<file path="config.mk">
export PLATFORM = sky130hd
export DESIGN_NAME = phy_test_seq
export DESIGN_NICKNAME = d
export VERILOG_FILES = /design/src/rtl/pts_pkg.sv /design/src/rtl/pts_timer.sv /design/src/rtl/pts_seq_fsm.sv /design/src/rtl/pts_clear.sv /design/src/rtl/phy_test_seq.sv
export SDC_FILE = /design/constraint.sdc
export NUM_CORES = 1
export LEC_CHECK = 0
export ABC_AREA = 1
export BUFFER_PORTS_ARGS = -buffer_cell sky130_fd_sc_hd__buf_2
export CORE_MARGIN = 3
export CORE_UTILIZATION = 45
export DETAILED_ROUTE_END_ITERATION = 6
export PLACE_DENSITY = 0.69
export REMOVE_ABC_BUFFERS = 1
export SLEW_MARGIN = 5
export SYNTH_ARGS = -nofsm -noshare
export SYNTH_HDL_FRONTEND = slang
export SYNTH_SLANG_ARGS = --single-unit
</file>
<file path="constraint.sdc">
create_clock -name clk -period 2.5 [get_ports clk]
set_clock_uncertainty 0.05 [all_clocks]
set_input_delay 0.125 -clock clk [delete_from_list [all_inputs] [get_ports clk]]
set_output_delay 0.125 -clock clk [all_outputs]
set_load 0.1 [all_outputs]
</file>
<file path="src/rtl/pts_pkg.sv">
package pts_pkg;

    typedef enum logic [2:0] {
        SEQ_IDLE,
        SEQ_CODE,
        SEQ_EN_HI,
        SEQ_CLK_LO,
        SEQ_EN_LO,
        SEQ_DATA,
        SEQ_CLK_HI
    } seq_state_t;

    typedef enum logic {
        CLR_IDLE,
        CLR_HOLD
    } clr_state_t;

endpackage

</file>
<file path="src/rtl/pts_timer.sv">
module pts_timer #(
    parameter int W = 8
) (
    input  logic         clk,
    input  logic         rst,
    input  logic         restart,
    input  logic [W-1:0] limit,
    output logic         expire
);

    logic [W-1:0] cnt_q;
    logic [W-1:0] last_cnt;

    // a limit of zero behaves as one cycle
    assign last_cnt = (limit == '0) ? '0 : limit - 1'b1;
    assign expire   = (cnt_q == last_cnt);

    always_ff @(posedge clk) begin
        if (rst || restart) begin
            cnt_q <= '0;
        end else if (!expire) begin
            cnt_q <= cnt_q + 1'b1;
        end
    end

    AST_TMR_BOUND: assert property (@(posedge clk) disable iff (rst)
        !$past(restart) |-> cnt_q <= last_cnt) else $error("timer overrun");

endmodule

</file>
<file path="src/rtl/pts_seq_fsm.sv">
module pts_seq_fsm
    import pts_pkg::*;
#(
    parameter int DATA_W = 8,
    parameter int HOLD_W = 8
) (
    input  logic              clk,
    input  logic              rst,
    input  logic              start,
    input  logic              blocked,
    input  logic [DATA_W-1:0] code_in,
    input  logic [DATA_W-1:0] data_in,
    input  logic [HOLD_W-1:0] hold_cycles,
    input  logic [DATA_W-1:0] tst_dout,
    output logic              tst_clk,
    output logic              tst_en,
    output logic [DATA_W-1:0] tst_din,
    output logic              busy,
    output logic              done,
    output logic [DATA_W-1:0] result
);

    seq_state_t        state_q, state_d;
    logic              start_ok;
    logic              phase_end;
    logic              tmr_restart;
    logic [DATA_W-1:0] code_q, data_q;
    logic [HOLD_W-1:0] hold_q;

    assign start_ok    = start && (state_q == SEQ_IDLE) && !blocked;
    assign busy        = (state_q != SEQ_IDLE);
    assign tmr_restart = (state_q == SEQ_IDLE) || phase_end;

    pts_timer #(.W(HOLD_W)) u_phase_tmr (
        .clk     (clk),
        .rst     (rst),
        .restart (tmr_restart),
        .limit   (hold_q),
        .expire  (phase_end)
    );

    // next-state logic
    always_comb begin
        state_d = state_q;
        unique case (state_q)
            SEQ_IDLE:   if (start_ok)  state_d = SEQ_CODE;
            SEQ_CODE:   if (phase_end) state_d = SEQ_EN_HI;
            SEQ_EN_HI:  if (phase_end) state_d = SEQ_CLK_LO;
            SEQ_CLK_LO: if (phase_end) state_d = SEQ_EN_LO;
            SEQ_EN_LO:  if (phase_end) state_d = SEQ_DATA;
            SEQ_DATA:   if (phase_end) state_d = SEQ_CLK_HI;
            SEQ_CLK_HI: if (phase_end) state_d = SEQ_IDLE;
            default:                   state_d = SEQ_IDLE;
        endcase
    end

    // state register
    always_ff @(posedge clk) begin
        if (rst) state_q <= SEQ_IDLE;
        else     state_q <= state_d;
    end

    // operand capture
    always_ff @(posedge clk) begin
        if (rst) begin
            code_q <= '0;
            data_q <= '0;
            hold_q <= '0;
        end else if (start_ok) begin
            code_q <= code_in;
            data_q <= data_in;
            hold_q <= hold_cycles;
        end
    end

    // registered port outputs: one signal moves per phase entry
    always_ff @(posedge clk) begin
        if (rst) begin
            tst_clk <= 1'b1;
            tst_en  <= 1'b0;
            tst_din <= '0;
            done    <= 1'b0;
            result  <= '0;
        end else begin
            done <= 1'b0;
            if (state_d != state_q) begin
                unique case (state_d)
                    SEQ_CODE:   tst_din <= code_in;
                    SEQ_EN_HI:  tst_en  <= 1'b1;
                    SEQ_CLK_LO: tst_clk <= 1'b0;
                    SEQ_EN_LO:  tst_en  <= 1'b0;
                    SEQ_DATA:   tst_din <= data_q;
                    SEQ_CLK_HI: tst_clk <= 1'b1;
                    SEQ_IDLE: begin
                        result <= tst_dout;
                        done   <= 1'b1;
                    end
                    default: ;
                endcase
            end
        end
    end

    AST_CODE_ON_FALL: assert property (@(posedge clk) disable iff (rst)
        $fell(tst_clk) |-> tst_en && tst_din == code_q) else $error("code edge");
    AST_DATA_ON_RISE: assert property (@(posedge clk) disable iff (rst)
        $rose(tst_clk) |-> !tst_en && tst_din == data_q) else $error("data edge");
    AST_ONE_CHANGE: assert property (@(posedge clk) disable iff (rst)
        $countones({tst_clk != $past(tst_clk), tst_en != $past(tst_en),
                    tst_din != $past(tst_din)}) <= 1) else $error("multi change");
    AST_DONE_PULSE: assert property (@(posedge clk) disable iff (rst)
        done |=> !done) else $error("done width");
    AST_BUSY_START_IGN: assert property (@(posedge clk) disable iff (rst)
        busy && start |=> code_q == $past(code_q)) else $error("start accepted while busy");
    AST_IDLE_PORT: assert property (@(posedge clk) disable iff (rst)
        !busy |-> tst_clk && !tst_en) else $error("idle port");

endmodule

</file>
<file path="src/rtl/pts_clear.sv">
module pts_clear
    import pts_pkg::*;
#(
    parameter int CLR_W = 16
) (
    input  logic             clk,
    input  logic             rst,
    input  logic             req,
    input  logic             blocked,
    input  logic [CLR_W-1:0] cycles,
    output logic             tst_clr,
    output logic             clr_busy
);

    clr_state_t       st_q, st_d;
    logic [CLR_W-1:0] cyc_q;
    logic             accept;
    logic             expire;
    logic             tmr_restart;

    assign accept      = req && (st_q == CLR_IDLE) && !blocked;
    assign clr_busy    = (st_q == CLR_HOLD);
    assign tmr_restart = (st_q == CLR_IDLE) || expire;

    pts_timer #(.W(CLR_W)) u_clr_tmr (
        .clk     (clk),
        .rst     (rst),
        .restart (tmr_restart),
        .limit   (cyc_q),
        .expire  (expire)
    );

    always_comb begin
        st_d = st_q;
        unique case (st_q)
            CLR_IDLE: if (accept) st_d = CLR_HOLD;
            CLR_HOLD: if (expire) st_d = CLR_IDLE;
            default:              st_d = CLR_IDLE;
        endcase
    end

    always_ff @(posedge clk) begin
        if (rst) st_q <= CLR_IDLE;
        else     st_q <= st_d;
    end

    always_ff @(posedge clk) begin
        if (rst) begin
            cyc_q   <= '0;
            tst_clr <= 1'b0;
        end else begin
            if (accept) cyc_q <= cycles;
            tst_clr <= (st_d == CLR_HOLD);
        end
    end

    AST_CLR_REQ_IGN: assert property (@(posedge clk) disable iff (rst)
        clr_busy && req |=> cyc_q == $past(cyc_q)) else $error("clear retriggered");
    AST_CLR_MATCH: assert property (@(posedge clk) disable iff (rst)
        tst_clr == clr_busy) else $error("clear line mismatch");

endmodule

</file>
<file path="src/rtl/phy_test_seq.sv">
module phy_test_seq #(
    parameter int DATA_W = 8,
    parameter int HOLD_W = 8,
    parameter int CLR_W  = 16
) (
    input  logic              clk,
    input  logic              rst,
    input  logic              start,
    input  logic [DATA_W-1:0] code_in,
    input  logic [DATA_W-1:0] data_in,
    input  logic [HOLD_W-1:0] hold_cycles,
    input  logic              clr_req,
    input  logic [CLR_W-1:0]  clr_cycles,
    output logic              busy,
    output logic              done,
    output logic [DATA_W-1:0] result,
    output logic              clr_busy,
    output logic              tst_clk,
    output logic              tst_en,
    output logic [DATA_W-1:0] tst_din,
    input  logic [DATA_W-1:0] tst_dout,
    output logic              tst_clr
);

    logic clr_blocked;

    // start has priority over a clear request in the same cycle
    assign clr_blocked = busy || start;

    pts_seq_fsm #(.DATA_W(DATA_W), .HOLD_W(HOLD_W)) u_seq (
        .clk         (clk),
        .rst         (rst),
        .start       (start),
        .blocked     (clr_busy),
        .code_in     (code_in),
        .data_in     (data_in),
        .hold_cycles (hold_cycles),
        .tst_dout    (tst_dout),
        .tst_clk     (tst_clk),
        .tst_en      (tst_en),
        .tst_din     (tst_din),
        .busy        (busy),
        .done        (done),
        .result      (result)
    );

    pts_clear #(.CLR_W(CLR_W)) u_clr (
        .clk      (clk),
        .rst      (rst),
        .req      (clr_req),
        .blocked  (clr_blocked),
        .cycles   (clr_cycles),
        .tst_clr  (tst_clr),
        .clr_busy (clr_busy)
    );

    AST_CLR_EXCLUSIVE: assert property (@(posedge clk) disable iff (rst)
        tst_clr |-> !busy) else $error("clear during transaction");

endmodule

</file>
==> flow_summary.json, run 1 <==
{
  "leakage_nw": 2.48,
  "async_reset_ff_frac": 0,
  "relSlewSlack": 0.638,
  "cts_tree": "yes",
  "numCtsBuffers": 9,
  "grt_start_max_net_pins": 34,
  "num_io_pins": 74,
  "grt_overflow": 0,
  "synth_ff_type": "dfxtp_1",
  "root_buffer": "clkbuf_8",
  "drt-initial-drc-count": 152,
  "yosysTopAreaCell": "dfxtp_1",
  "cpMostUsedCell": "nand2_1",
  "cp-start-kind": "flop",
  "seq_area_sq_mm": 0.00159,
  "synthCells": 630,
  "ys_ff_latch": 79,
  "avgSynthCellArea_sq_um": 6.79,
  "yosysSeqAreaShare": 0.370,
  "setup_viol": 0,
  "seqPwrFrac": 0.402,
  "synthTopCellsByArea": "dfxtp_1 (37%), nand2_1 (11%), nor2_1 (7.8%)",
  "dieWidth_microns": 104,
  "critPathMaxFanout": 8,
  "fin_area_sq_mm": 0.00540,
  "ant_nets": 0,
  "dieArea_sq_mm": 0.0107,
  "synth_area_sq_mm": 0.00428,
  "fin_ws_ns": 0.113,
  "p_total_mw": 3.51,
  "numPlacedInstances": 823,
  "drt_wl_total_microns": 10600,
  "ys_top_cells_by_count": "nand2_1 (122), nor2_1 (89), inv_1 (81), dfxtp_1 (79), o21ai_0 (57)",
  "multi_input_area_sq_mm": 0.00246,
  "cts_num_sinks": 79,
  "clk_latency_ns": 0.34,
  "synth_edf_count": 0,
  "synth_warnings": 0,
  "vdd_drop_max_mv": 0.440,
  "antenna_found_initial": 0,
  "grt_pass1_vias": 4086,
  "p_per_area_mw_per_mm2": 651,
  "synth_top_area_share": 0.370,
  "min_period_ns": 2.39,
  "final_cell_count_no_fill": 861,
  "status": "finished, final reports clean",
  "p_sw_frac": 0.377,
  "dp_slack_ns": -0.0702,
  "drc": 0,
  "dpl.hpwl_microns": 7550,
  "core.rowCount": 34,
  "reg2reg_from": "u_seq.hold_q[4]",
  "slew_violations": 0,
  "place_area_sq_mm": 0.00480,
  "gr-usage-all-layers": 0.193,
  "p_comb_frac": 0.348,
  "worstHoldStart": "hold_cycles[2]",
  "drv_cap": 0,
  "via_count": 4267,
  "cts_htree_levels": 3,
  "cts_buffer_depth": 2,
  "intPower_mw": 2.19,
  "cp-end-kind": "flop",
  "core_sq_mm": 0.00898,
  "ys_types": 37,
  "diodes": 0,
  "yosysMostFrequentCell": "nand2_1",
  "vias_per_cell": 4.96,
  "final_hold_viol_count": 0,
  "worstMarginPinSlew_ns": 0.542,
  "clkPwrFrac": 0.250,
  "required_ns": 2.69,
  "max_freq_mhz": 419,
  "max_stage_delay_ns": 0.36,
  "drive_gt1_frac": 0.233,
  "die_y_microns": 104,
  "syn_to_final_growth_pct": 26.1,
  "path_class": "flop to flop",
  "p_sw_mw": 1.32,
  "numPortBuffers": 73,
  "startpoint": "u_seq.hold_q[4]",
  "gp_congestion": 0.854,
  "drt-pass1-iter-count": 5,
  "nets": 787,
  "crit_chain": "nor2_2 > nand2_2 > inv_2 > nand2_2 > nand3_1 > nand2_1 > nor2_2 > nand2_1 > nor2_2 > nand2_4 > nand3_1 > nand2_1 > nor2_4 > nand2_4 > nand3_4 > nand2_1 > a21oi_1 > nor2_1",
  "period_share": 0.955,
  "n_fill_cell": 826,
  "drt-wirelength-per-cell_microns": 12.3,
  "path_clk_slew_ns": 0.08,
  "cp_slowest_cell": "dfxtp_1",
  "grt_pass1_wl_microns": 17600,
  "start_util": 0.477,
  "cp.arrival_ns": 2.57,
  "rsz0062_at_grt": "true",
  "worstHoldPathType": "input port to flop"
}
==> sequential cells by signal, indices dropped and copies added (netlist names) <==
name / flops
u_seq.tst_en: 1
u_seq.data_q: 8
u_seq.hold_q: 8
u_seq.tst_clk: 1
u_seq.tst_din: 8
u_seq.u_phase_tmr.cnt_q: 8
u_seq.result: 8
u_seq.state_q: 3
u_clr.clr_busy: 1
u_clr.u_clr_tmr.cnt_q: 16
u_seq.done: 1
u_clr.cyc_q: 16
==> power by group through the flow <==
stage	Clock, mW	Sequential (mW)	Combinational, mW
after floorplan	0	1.62	0.632
after global placement	0	1.43	1.04
after detailed placement	0	1.43	1.07
after CTS	0.897	1.40	1.10
after global routing	0.952	1.42	1.35
final	0.878	1.41	1.22
==> path summary, 6_finish.rpt <==
check | end | slack [ns] | depth (start not counted)
min reg2reg | u_seq.data_q[0] | 0.41 | 2
max | u_seq.tst_din[2] | 0.11 | 18
min | u_seq.hold_q[2] | 0.009 | 3
max reg2reg | u_seq.tst_din[2] | 0.11 | 18
==> critical path, delay by kind of cell, from the launching register on <==
kind / cells / cell delay, ns
simple gates: 16 / 1.63
flops: 1 / 0.36
buf+inv: 1 / 0.10
compound gates: 1 / 0.13
==> metrics by stage <==
| step | util | hold slack, ns | TNS (ns) |
|---|---|---|---|
| detailed placement | 0.534 | 0.306 | -0.405 |
| CTS | 0.576 | 0.00284 | 0 |
| global placement | 0.534 | 0.296 | -0.0207 |
| finish | 0.601 | 0.00850 | 0 |
| global route | 0.601 | 0.0263 | -0.418 |
| floorplan | - | 0.144 | -14.20 |
==> cell type report <==
type	count	share of cell area
clock inverter	3	0.00325
timing repair buffer	106	0.124
tap	126	0.0292
sequential	79	0.294
inverter	89	0.0642
clock buffer	12	0.0306
multi-input combinational	446	0.455
==> repair_timing <==
item / 4_1_cts / 5_1_grt
hold endpoints to repair: 15 / 0
gates cloned: 1 / 1
gates resized for setup: 5 / 52
setup buffers: 0 / 6
pin swaps: 1 / 13
hold buffers: 15 / 0
setup endpoints to repair: 17 / 40
==> cell usage in the layout (no fill, tap or decap), types with 3 or more instances in the layout <==
cell type	netlist	routed
o21ai_0	57	55
clkbuf_8	0	12
nand2_2	8	8
dfxtp_2	0	3
a21oi_2	0	4
nor2_4	1	4
nor3_1	5	5
xor2_1	31	30
buf_2	1	73
dfxtp_1	79	76
nand3_1	30	26
nand2_4	0	6
nand3_2	4	6
a21oi_1	51	47
nand4_1	15	15
xnor2_1	4	4
dlygate4sd3_1	0	15
buf_4	2	16
inv_1	81	76
nand2_1	122	117
nor4_1	3	3
o21ai_1	1	3
inv_4	0	3
nor2_1	89	80
nor2_2	3	9
inv_2	5	8
==> routing by layer <==
| layer | routed length, microns | up-vias | track usage |
|---|---|---|---|
| met5 | 0 | - | 0 |
| li1 | - | 2215 | - |
| met2 | 5090 | 97 | 0.335 |
| met3 | 459 | 13 | 0.0361 |
| met4 | 149 | 0 | 0.0655 |
| met1 | 4910 | 1942 | 0.240 |
==> logic make-up (layout without fill, tap and decap cells) <==
kind of cell	Yosys count	after routing	synth area share
compound gates	116	117	0.143
xor+xnor	35	35	0.0717
buf+inv	107	210	0.104
fa+ha+maj	4	4	0.0117
flops	79	79	0.370
simple gates	289	290	0.300
(Power assumes the default switching activity.)
==> run 2: changes to the inputs <==
--- a/config.mk
+++ b/config.mk
@@ -6,7 +6,7 @@
 export NUM_CORES = 1
 export LEC_CHECK = 0
 export ABC_AREA = 1
-export BUFFER_PORTS_ARGS = -buffer_cell sky130_fd_sc_hd__buf_2
+export BUFFER_PORTS_ARGS = -buffer_cell sky130_fd_sc_hd__clkbuf_2
 export CORE_MARGIN = 3
 export CORE_UTILIZATION = 45
 export DETAILED_ROUTE_END_ITERATION = 6
==> flow_summary.json, run 2 (synthesis results as in run 1) <==
{
  "grt_pass1_vias": 4130,
  "core.rowCount": 34,
  "worstMarginPinSlew_ns": 0.553,
  "reg_top3": "u_clr.cyc_q x16, u_clr.u_clr_tmr.cnt_q x16",
  "min_period_ns": 2.45,
  "slew_violations": 0,
  "path_depth": 19,
  "cpMostUsedCell": "nand2_4",
  "cts_num_sinks": 79,
  "reg2reg_slack_ns": 0.05,
  "nets": 792,
  "cp_top_family": "simple AND/OR/NAND/NOR gates",
  "drt-wirelength-per-cell_microns": 12.5,
  "grt_start_max_net_pins": 34,
  "path_clk_slew_ns": 0.09,
  "vias_per_cell": 4.96,
  "seq_area_sq_mm": 0.00159,
  "hold-path-cell-count": 3,
  "cts_htree_levels": 3,
  "fin_area_sq_mm": 0.00551,
  "antenna_found_initial": 0,
  "setup_viol": 0,
  "path_buf_inv": 3,
  "rr_endpoint": "u_seq.tst_din[2]",
  "via_count": 4301,
  "reg2reg_depth": 19,
  "cp-end-kind": "flop",
  "cts_tree": "yes",
  "hold_ws_ns": 0.00993,
  "dieWidth_microns": 104,
  "gp_congestion": 0.854,
  "final_common_cell": "nand2_1",
  "max_freq_mhz": 408,
  "gr-usage-all-layers": 0.192,
  "syn_to_final_growth_pct": 28.9,
  "crit_chain": "inv_2 > ha_4 > nand2_4 > inv_4 > nand2_4 > nand2_2 > nand2_1 > nand2_1 > nor2_2 > nand2_1 > nor2_2 > nand2_4 > nor3_2 > nor2_4 > nand2_4 > buf_12 > o211ai_4 > a21oi_1 > nor2_1",
  "numCtsBuffers": 9,
  "p_per_area_mw_per_mm2": 694,
  "diodes": 0,
  "num_io_pins": 74,
  "dpl.hpwl_microns": 7450,
  "worstHoldPathType": "input port to flop",
  "grt_overflow": 0,
  "root_buffer": "clkbuf_8",
  "startpoint": "u_seq.hold_q[1]",
  "fin_util": 0.614,
  "final_hold_viol_count": 0,
  "status": "finished, final reports clean",
  "numPortBuffers": 73,
  "ant_nets": 0,
  "relSlewSlack": 0.633,
  "grt_pass1_wl_microns": 17700,
  "leakage_nw": 2.54,
  "drive_gt1_frac": 0.246,
  "critPathMaxFanout": 8,
  "drc": 0,
  "required_ns": 2.69,
  "cts_buffer_depth": 2,
  "cp-start-kind": "flop",
  "drt_wl_total_microns": 10900,
  "core_sq_mm": 0.00898,
  "place_area_sq_mm": 0.00480,
  "start_util": 0.477,
  "max_stage_delay_ns": 0.35,
  "clk_latency_ns": 0.34,
  "final_cell_mix": "nand2_1 (114), nor2_1 (79), dfxtp_1 (76)",
  "multi_input_area_sq_mm": 0.00246,
  "period_share": 0.980,
  "die_y_microns": 104,
  "reg2reg_from": "u_seq.hold_q[1]",
  "path_class": "flop to flop",
  "drv_cap": 0,
  "crit_end": "u_seq.tst_din[2]",
  "drt-pass1-iter-count": 4,
  "cp_slowest_cell": "dfxtp_2",
  "rsz0062_at_grt": "true",
  "cp.arrival_ns": 2.63,
  "n_fill_cell": 821,
  "vdd_drop_max_mv": 0.423,
  "drt-initial-drc-count": 183,
  "dieArea_sq_mm": 0.0107
}
-- run 2: cell count changes in the layout (fill, tap and decap cells not counted), sizes merged --
| cell | change |
|---|---|
| inv | -1 |
| buf | -67 |
| bufinv | +3 |
| dlygate4sd3 | -1 |
| clkbuf | +71 |
| clkinv | +2 |
| clkinvlp | -1 |
-- run 2: worst min-delay path by stage --
stage	endpoint	start
after floorplan	u_seq.state_q[0]	rst
after global placement	u_seq.result[0]	tst_dout[0]
after detailed placement	u_clr.cyc_q[11]	clr_cycles[11]
after CTS	u_seq.data_q[5]	data_in[5]
after global routing	u_seq.hold_q[5]	hold_cycles[5]
final	u_seq.data_q[6]	data_in[6]
-- run 2: metrics by stage --
stage | setup slack (ns) | TNS, ns | std cells | total power [mW]
after floorplan | -0.659 | -14.20 | 612 | 2.25
after global placement | -0.00952 | -0.0145 | 823 | 2.47
after detailed placement | -0.0859 | -1.09 | 823 | 2.50
after CTS | -0.0207 | -0.0207 | 855 | 3.67
after global routing | -0.167 | -1.90 | 867 | 4.04
final | 0.0509 | 0 | 867 | 3.82
-- run 2: layer usage --
layer | vias up | track usage | wire (microns)
met4 | 0 | 0.0674 | 159
met1 | 1944 | 0.241 | 4960
met2 | 113 | 0.330 | 5230
met3 | 16 | 0.0367 | 510
li1 | 2228 | - | -
met5 | - | 0 | 0
-- run 2: where the power goes --
group          total [mW]  internal, mW  switching (mW)
clock network        1.13         0.663           0.467
registers            1.41          1.35          0.0673
logic                1.28         0.447           0.835
total                3.82          2.45            1.37
-- run 2: timing repair --
action                                 CTS  global route
setup buffers                            1            11
resized for setup                        9            60
pin swaps                                2            21
endpoints found under the hold margin   14             0
cloned                                   1             1
setup endpoints to repair               19            40
hold buffers                            14             0
-- run 2: layout make-up --
type | instances | share of cell area
Multi-Input combinational cell | 446 | 0.446
Sequential cell | 79 | 0.288
Timing Repair Buffer | 111 | 0.132
Inverter | 89 | 0.0635
Tap cell | 126 | 0.0286
Clock buffer | 10 | 0.0232
Clock inverter | 6 | 0.0197
-- run 2: worst reg2reg max path, stage by stage, from the launching register on --
cell and delay (ns):
dfxtp_2 0.35, inv_2 0.05, ha_4 0.17, nand2_4 0.09
inv_4 0.06, nand2_4 0.08, nand2_2 0.06, nand2_1 0.05
nand2_1 0.06, nor2_2 0.11, nand2_1 0.08, nor2_2 0.17
nand2_4 0.14, nor3_2 0.20, nor2_4 0.07, nand2_4 0.11
buf_12 0.11, o211ai_4 0.11, a21oi_1 0.16, nor2_1 0.05
==> run 3: changes to the inputs <==
--- a/config.mk
+++ b/config.mk
@@ -7,6 +7,7 @@
 export LEC_CHECK = 0
 export ABC_AREA = 1
 export BUFFER_PORTS_ARGS = -buffer_cell sky130_fd_sc_hd__clkbuf_2
+export CORE_ASPECT_RATIO = 2
 export CORE_MARGIN = 3
 export CORE_UTILIZATION = 45
 export DETAILED_ROUTE_END_ITERATION = 6
==> flow_summary.json, run 3 (synthesis results as in run 1) <==
{
  "relSlewSlack": 0.625,
  "grt_overflow": 0,
  "final_hold_viol_count": 0,
  "cp.arrival_ns": 2.59,
  "drive_gt1_frac": 0.273,
  "numCtsBuffers": 9,
  "path_buf_inv": 2,
  "n_fill_cell": 752,
  "dpl.hpwl_microns": 8100,
  "worstMarginPinSlew_ns": 0.564,
  "syn_to_final_growth_pct": 34.6,
  "reg2reg_slack_ns": 0.09,
  "rr_endpoint": "u_seq.tst_din[4]",
  "hold_path_end": "u_seq.hold_q[2]",
  "die_y_microns": 144,
  "numPortBuffers": 73,
  "cts_num_sinks": 79,
  "slew_violations": 0,
  "vdd_drop_max_mv": 0.561,
  "dp_slack_ns": -0.141,
  "hold-path-cell-count": 3,
  "drc": 0,
  "cts_buffer_depth": 2,
  "grt_pass1_vias": 4085,
  "cp-end-kind": "flop",
  "cp-start-kind": "flop",
  "path_clk_slew_ns": 0.06,
  "fin_util": 0.630,
  "reg2reg_depth": 19,
  "num_io_pins": 74,
  "reg_top3": "u_clr.cyc_q x16, u_clr.u_clr_tmr.cnt_q x16",
  "path_class": "flop to flop",
  "clk_latency_ns": 0.34,
  "gr-usage-all-layers": 0.214,
  "reg2reg_from": "u_seq.hold_q[0]",
  "p_total_mw": 4.26,
  "gp_congestion": 0.930,
  "period_share": 0.962,
  "cp_top_family": "simple AND/OR/NAND/NOR gates",
  "cts_htree_levels": 3,
  "drt-wirelength-per-cell_microns": 13.7,
  "final_cell_mix": "nand2_1 (111), nor2_1 (81), dfxtp_1 (76)",
  "critPathMaxFanout": 8,
  "drt-pass1-iter-count": 4,
  "rsz0062_at_grt": "true",
  "status": "finished, final reports clean",
  "max_stage_delay_ns": 0.33,
  "worstHoldPathType": "input port to flop",
  "p_per_area_mw_per_mm2": 739,
  "grt_start_max_net_pins": 38,
  "via_count": 4448,
  "cts_tree": "yes",
  "fin_ws_ns": 0.0942,
  "drt_wl_total_microns": 11700,
  "fin_area_sq_mm": 0.00576,
  "dieWidth_microns": 74.9,
  "dieArea_sq_mm": 0.0108,
  "place_area_sq_mm": 0.00483,
  "min_period_ns": 2.41,
  "crit_chain": "inv_2 > ha_4 > nand2_4 > buf_4 > o21ai_0 > nand2_1 > nand2_1 > nor2_2 > nand2_1 > nor2_2 > nand2_4 > nand3_2 > nand2_2 > nor2_4 > nand2_4 > nand3_4 > nand2_2 > a21oi_2 > nor2_2",
  "max_freq_mhz": 416,
  "drv_cap": 0,
  "final_common_cell": "nand2_1",
  "required_ns": 2.69,
  "diodes": 0,
  "start_util": 0.468,
  "leakage_nw": 2.66,
  "core_sq_mm": 0.00914,
  "grt_pass1_wl_microns": 17900,
  "antenna_found_initial": 0,
  "ant_nets": 0,
  "root_buffer": "clkbuf_16",
  "cp_slowest_cell": "dfxtp_2",
  "nets": 804,
  "worstHoldStart": "hold_cycles[2]",
  "drt-initial-drc-count": 251,
  "vias_per_cell": 5.21,
  "setup_viol": 0,
  "core.rowCount": 49
}
==> run 3: worst min-delay path: stages <==
cell	delay, ns
clkbuf_2	0.07
o21ai_0	0.07
a21oi_1	0.10
==> run 3: what timing repair did <==
action                                  4_1_cts  5_1_grt
endpoints found under the hold margin        13        0
resized for setup                            11       69
setup buffers                                 1       15
endpoints found under the setup margin       24       38
hold buffers                                 13        0
pin swaps                                     2       22
cloned                                        1        2
==> run 3: final cells by class <==
class / count / area (sq um) / share of cell area
Clock buffer: 12 / 256 / 0.0445
Clock inverter: 3 / 90.1 / 0.0156
Inverter: 89 / 358 / 0.0621
Multi-Input combinational cell: 446 / 2520 / 0.438
Sequential cell: 79 / 1590 / 0.275
Tap cell: 102 / 128 / 0.0222
Timing Repair Buffer: 123 / 820 / 0.142
==> run 3: through the flow <==
| stage | hold WS, ns | TNS [ns] | std cells |
|---|---|---|---|
| detailed placement | 0.302 | -2.11 | 807 |
| CTS | 0.00485 | 0 | 837 |
| global route | 0.0231 | -0.498 | 854 |
| global placement | 0.298 | -1.35 | 807 |
| finish | 0.0113 | 0 | 854 |
| floorplan | 0.144 | -14.20 | 612 |
==> run 3: worst max-delay path by stage <==
| stage | startpoint | end | slack, ns | cells after the start |
|---|---|---|---|---|
| 4_1_cts | u_seq.hold_q[0] | u_seq.tst_din[5] | 0.005 | 20 |
| 3_3_place_gp | u_seq.hold_q[0] | u_seq.tst_din[6] | -0.12 | 19 |
| 5_1_grt | u_seq.hold_q[0] | u_seq.tst_din[6] | -0.06 | 17 |
| 6_report | u_seq.hold_q[0] | u_seq.tst_din[4] | 0.09 | 19 |
| 2_1_floorplan | u_clr.clr_busy | u_seq.tst_din[0] | -0.66 | 9 |
| 3_5_place_dp | u_seq.hold_q[0] | u_seq.tst_din[5] | -0.14 | 19 |
==> run 3: power breakdown <==
group | internal, mW | switching [mW]
Combinational | 0.453 | 0.858
Sequential | 1.35 | 0.0693
Clock | 1.02 | 0.504
==> run 3: layer usage <==
metal,share of wire,up-vias,track usage
met5,0,-,0
met4,0.025,0,0.0882
met3,0.035,22,0.0399
met2,0.58,100,0.413
met1,0.36,2069,0.211
li1,-,2257,-
